==> config.mk <==
export PLATFORM = sky130hd
export DESIGN_NAME = tile_row_decoder
export DESIGN_NICKNAME = d
export VERILOG_FILES = /design/src/rtl/tile_dec_pkg.sv /design/src/rtl/tile_addr_gen.sv /design/src/rtl/tile_nibble_pick.sv /design/src/rtl/tile_row_decoder.sv
export SDC_FILE = /design/constraint.sdc
export NUM_CORES = 1
export LEC_CHECK = 0
export BUFFER_PORTS_ARGS = -buffer_cell sky130_fd_sc_hd__buf_2
export CAP_MARGIN = 15
export CORE_MARGIN = 2
export CORE_UTILIZATION = 40
export DETAILED_ROUTE_END_ITERATION = 10
export PLACE_DENSITY_LB_ADDON = 0.3
export SYNTH_ARGS = -nofsm -noshare
export SYNTH_HDL_FRONTEND = slang
export SYNTH_HIERARCHICAL = 1
export SYNTH_SLANG_ARGS = --single-unit
==> constraint.sdc <==
create_clock -name clk -period 1.55 [get_ports clk]
set_clock_uncertainty 0.15 [all_clocks]
set_input_delay 0 -clock clk [delete_from_list [all_inputs] [get_ports clk]]
set_output_delay 0 -clock clk [all_outputs]
set_load 0.05 [all_outputs]
==> src/rtl/tile_dec_pkg.sv <==
package tile_dec_pkg;
  localparam int ROW_W  = 32;
  localparam int NIB_W  = 4;
  localparam int PIX_N  = ROW_W / NIB_W;
  localparam int COL_W  = $clog2(PIX_N);
  localparam int PAL_W  = 2;
  localparam int CLR_W  = PAL_W + NIB_W;

  typedef enum logic [1:0] {ST_IDLE, ST_READ, ST_LATCH, ST_EMIT} dec_state_t;
endpackage

==> src/rtl/tile_addr_gen.sv <==
module tile_addr_gen #(
  parameter int IDX_W = 11,
  localparam int ADDR_W = IDX_W + 6
) (
  input  logic [IDX_W-1:0]  idx,
  input  logic [2:0]        line,
  input  logic              vflip,
  input  logic              interlace,
  output logic [ADDR_W-1:0] addr
);
  logic [2:0] row;

  always_comb begin
    row = line ^ {3{vflip}};
    // 64-byte patterns use 8-byte row spacing; 32-byte ones use 4
    if (interlace) addr = {idx, row, 3'b000};
    else           addr = {1'b0, idx, row, 2'b00};
  end
endmodule

==> src/rtl/tile_nibble_pick.sv <==
module tile_nibble_pick
  import tile_dec_pkg::*;
(
  input  logic [ROW_W-1:0] row,
  input  logic [COL_W-1:0] step,
  input  logic             hflip,
  output logic [NIB_W-1:0] nib
);
  logic [NIB_W-1:0] by_pos [PIX_N];
  logic [COL_W-1:0] pos;

  // screen position p lives in byte p/2, high nibble first
  for (genvar g = 0; g < PIX_N; g++) begin : g_pos
    localparam int LSB = (g / 2) * 8 + ((g % 2) != 0 ? 0 : NIB_W);
    assign by_pos[g] = row[LSB +: NIB_W];
  end

  always_comb begin
    pos = hflip ? ~step : step;
    nib = by_pos[pos];
  end
endmodule

==> src/rtl/tile_row_decoder.sv <==
module tile_row_decoder
  import tile_dec_pkg::*;
#(
  parameter int IDX_W = 11,
  localparam int ADDR_W = IDX_W + 6
) (
  input  logic              clk,
  input  logic              rst_n,
  input  logic              start,
  input  logic [15:0]       attr,
  input  logic [2:0]        line,
  input  logic              interlace,
  input  logic              transparent,
  output logic              busy,
  output logic              done,
  output logic              mem_rd_en,
  output logic [ADDR_W-1:0] mem_addr,
  input  logic [ROW_W-1:0]  mem_rd_data,
  output logic              pix_valid,
  input  logic              pix_ready,
  output logic [CLR_W-1:0]  pix_color,
  output logic [COL_W-1:0]  pix_col,
  output logic              pix_wr_en
);
  dec_state_t       state_q;
  logic [IDX_W-1:0] idx_q;
  logic             hflip_q, vflip_q, ilace_q, trans_q;
  logic [PAL_W-1:0] pal_q;
  logic [2:0]       line_q;
  logic [ROW_W-1:0] row_q;
  logic [COL_W-1:0] step_q;
  logic [NIB_W-1:0] nib;
  logic             last_beat;

  tile_addr_gen #(.IDX_W(IDX_W)) u_addr (
    .idx(idx_q), .line(line_q), .vflip(vflip_q),
    .interlace(ilace_q), .addr(mem_addr)
  );

  tile_nibble_pick u_pick (
    .row(row_q), .step(step_q), .hflip(hflip_q), .nib(nib)
  );

  assign busy      = (state_q != ST_IDLE);
  assign mem_rd_en = (state_q == ST_READ);
  assign pix_valid = (state_q == ST_EMIT);
  assign pix_color = {pal_q, nib};
  assign pix_col   = step_q;
  assign pix_wr_en = pix_valid && (!trans_q || (nib != '0));
  assign last_beat = (step_q == COL_W'(PIX_N - 1));

  always_ff @(posedge clk or negedge rst_n) begin
    if (!rst_n) begin
      state_q <= ST_IDLE;
      idx_q   <= '0;
      hflip_q <= 1'b0;
      vflip_q <= 1'b0;
      ilace_q <= 1'b0;
      trans_q <= 1'b0;
      pal_q   <= '0;
      line_q  <= '0;
      row_q   <= '0;
      step_q  <= '0;
      done    <= 1'b0;
    end else begin
      done <= 1'b0;
      unique case (state_q)
        ST_IDLE: if (start) begin
          idx_q   <= attr[IDX_W-1:0];
          hflip_q <= attr[11];
          vflip_q <= attr[12];
          pal_q   <= attr[14:13];
          line_q  <= line;
          ilace_q <= interlace;
          trans_q <= transparent;
          state_q <= ST_READ;
        end
        ST_READ: state_q <= ST_LATCH;
        ST_LATCH: begin
          row_q  <= mem_rd_data;
          step_q <= '0;
          if (trans_q && (mem_rd_data == '0)) begin
            state_q <= ST_IDLE;
            done    <= 1'b1;
          end else begin
            state_q <= ST_EMIT;
          end
        end
        ST_EMIT: if (pix_ready) begin
          if (last_beat) begin
            state_q <= ST_IDLE;
            done    <= 1'b1;
          end else begin
            step_q <= step_q + 1'b1;
          end
        end
        default: state_q <= ST_IDLE;
      endcase
    end
  end
endmodule

==> flow_metrics.env <==
export IMPL_slowest_delay_ns=0.43
export IMPL_criticalPathCategory="reg2out"
export IMPL_antenna_found_initial=0
export IMPL_die_width_um=93.3
export IMPL_fin_nets=455
export IMPL_outcome="finished, violations left"
export IMPL_synth_seq_cells=58
export IMPL_period_needed_ns=2.40
export IMPL_insertion_delay_ns=0.34
export IMPL_dpl_worst_slack_ns=-0.731
export IMPL_cp_slowest_cell="dfrtp_2"
export IMPL_clockRootBuffer="clkbuf_8"
export IMPL_netlist_cell_type_count=37
export IMPL_area_growth_pct=65.5
export IMPL_routed_via_density=5.16
export IMPL_start_util_pct=41.3
export IMPL_grt_use_total_pct=21.2
export IMPL_leakagePower_uw=0.00233
export IMPL_fin_setup_tns_ns=-4.32
export IMPL_cp_end_kind="primary output"
export IMPL_placementRows=32
export IMPL_powerDensity_nw_per_um2=2630
export IMPL_start_kind="flip-flop"
export IMPL_cts_max_level=3
export IMPL_grt_max_degree=35
export IMPL_ys_warn_count=6
export IMPL_place_gp_congestion=0.889
export IMPL_reg2reg_to="pix_col[1]$_DFFE_PN0P_"
export IMPL_cp_num_buf_inv=5
export IMPL_die_height_um=93.3
export IMPL_drc_errors=0
export IMPL_failed_checks="hold timing, setup timing"
export IMPL_layout_commonest_cell="buf_2"
export IMPL_synth_area_per_cell_um2=14.6
export IMPL_fin_cells=503
export IMPL_crit_chain="buf_6 > buf_6 > buf_6 > buf_6 > mux4_2 > o22ai_4 > nor2_4 > nor4_4 > a211oi_4 > buf_6"
export IMPL_drv_slew=0
export IMPL_drt_initial_drc_count=126
export IMPL_routed_wl_mm=8.96
export IMPL_io_buffer_count=84
export IMPL_reg2reg_depth=8
export IMPL_ant_nets=0
export IMPL_setup_slack_ns=-0.853
export IMPL_core_area_um2=7730
export IMPL_clock_sinks=58
export IMPL_critical_path_depth=10
export IMPL_cap_violations=0
export IMPL_cpLargestDelayFamily="buffers and inverters"
export IMPL_dp_hpwl_mm=5.77
export IMPL_cts_buffers_inserted=9
export IMPL_path_common_cell="buf_6"
export IMPL_vias=2596
export IMPL_dr_pass1_iters=4
export IMPL_die_area_um2=8710
export IMPL_crit_reg2reg_launch="pix_col[1]$_DFFE_PN0P_"
export IMPL_vdd_drop_max_mv=1.17
export IMPL_final_hold_violation_count=15
export IMPL_fillCellCount=541
export IMPL_placedCellCount=418
export IMPL_worst_ep_required_time_ns=1.40
export IMPL_clock_fmax_mhz=416
export IMPL_dpl_cell_area_um2=3980
export IMPL_min_period_over_period_pct=155
export IMPL_ios=88
export IMPL_grt_pass1_vias=2710
export IMPL_finalSetupViolations=18
export IMPL_finalInstanceArea_um2=5290
export IMPL_yosysSeqAreaShare_pct=45.5
export IMPL_wire_per_inst_um=17.8
export IMPL_multi_input_area_um2=1850
export IMPL_layout_drive_gt1_share_pct=66.1
export IMPL_diodes=0
export IMPL_synth_area_um2=3190
export IMPL_grt_pass1_wl_mm=13.9
export IMPL_crit_fanout=3
export IMPL_rsz0062_at_grt="yes"
export IMPL_syn_inst=218
export IMPL_gr_total_overflow=0
export IMPL_tritoncts="yes"
export IMPL_min_path_type="in2async"
export IMPL_seq_area_um2=1460
export IMPL_r2r_setup_slack_ns=-0.24
export IMPL_clkTransAtPathRegs_ns=0.07
export IMPL_layout_common_cells="buf_2, dlygate4sd3_1, dfrtp_1, mux2_2, mux2_4"
export IMPL_cts_path_max_buffers=2
export IMPL_crit_arrival_ns=2.25
export IMPL_hold_slack_ns=-0.0156
-- synthesized netlist by cell type, drive strengths merged --
library cell / number / share of area [%]
and2: 1 / 0.24
o21ai: 3 / 0.47
o22ai: 9 / 1.8
ha: 2 / 0.78
nor4: 7 / 1.4
dfrtp: 58 / 45
buf: 14 / 4.7
or2: 1 / 0.20
a32o: 1 / 0.31
a211oi: 1 / 0.24
o2bb2ai: 1 / 0.27
mux2i: 2 / 0.63
nor3: 3 / 0.47
mux4: 16 / 12
nand3: 1 / 0.16
mux2: 62 / 25
xnor2: 4 / 1.1
and3: 1 / 0.35
nand2: 7 / 0.90
clkbuf: 1 / 0.16
conb: 1 / 0.12
a31oi: 1 / 0.20
inv: 2 / 0.23
nor4b: 1 / 0.27
nand4: 1 / 0.20
a31o: 1 / 0.27
nor2b: 2 / 0.39
a21oi: 2 / 0.31
nand2b: 2 / 0.39
nor2: 10 / 1.2
-- per-layer routing --
layer / GRT usage (%) / share of wire [%]
met1: 28.2 / 41
met2: 34.0 / 51
met3: 4.03 / 5.3
met4: 8.95 / 2.7
met5: 0 / 0
-- sequential cells by signal, summed over array words and instances, names as in the netlist --
register	cells
trans_q	1
state_q	2
row_q	32
hflip_q	1
idx_q	11
ilace_q	1
pix_col	3
pal_q	2
line_q	3
done	1
vflip_q	1
-- what timing repair did --
action	CTS	global route
endpoints found under the hold margin	113	0
gates resized for setup	63	51
buffers inserted	11	7
setup endpoints to repair	25	41
hold buffers	55	0
gates cloned	1	0
pin swaps	5	13
-- report_power, final --
group          switching [µW]  total [µW]  internal [µW]
Combinational            4430        9080           4650
Sequential                813        3100           2290
Clock                     614        1730           1120
-- stage by stage --
stage | power (µW) | utilization (%)
2_1_floorplan | 8430 | -
3_3_place_gp | 9900 | 51.5
3_5_place_dp | 10000 | 51.5
4_1_cts | 13200 | 65.9
5_1_grt | 14500 | 68.4
6_report | 13900 | 68.4
-- cell families (layout without fill, tap and decap cells) --
group	count (synthesis)	count (layout)	share of synthesized area [%]
xor+xnor	4	4	1.10
compound gates	19	19	3.84
simple gates	37	37	6.11
buf+inv	17	199	5.05
flops	58	58	45.5
other cells	1	2	0.117
mux	80	80	37.5
fa+ha+maj	2	2	0.784
-- worst max-delay path by stage --
stage                      endpoint  slack (ns)                   start
after global routing      pix_wr_en       -0.93  pix_col[1]$_DFFE_PN0P_
after floorplan           pix_wr_en       -0.68  pix_col[1]$_DFFE_PN0P_
final                     pix_wr_en       -0.85     hflip_q$_DFFE_PN0P_
after global placement    pix_wr_en       -0.71     hflip_q$_DFFE_PN0P_
after detailed placement  pix_wr_en       -0.73     hflip_q$_DFFE_PN0P_
after CTS                 pix_wr_en       -0.90  pix_col[1]$_DFFE_PN0P_
-- layout make-up --
type / instances / share of cell area, %
Timing Repair Buffer: 181 / 30.3
Clock buffer: 12 / 2.75
Sequential cell: 58 / 27.6
Inverter: 2 / 0.142
Tap cell: 102 / 2.41
Clock inverter: 4 / 1.87
Multi-Input combinational cell: 144 / 34.9
Note: power is estimated with default switching activity, not from simulation.
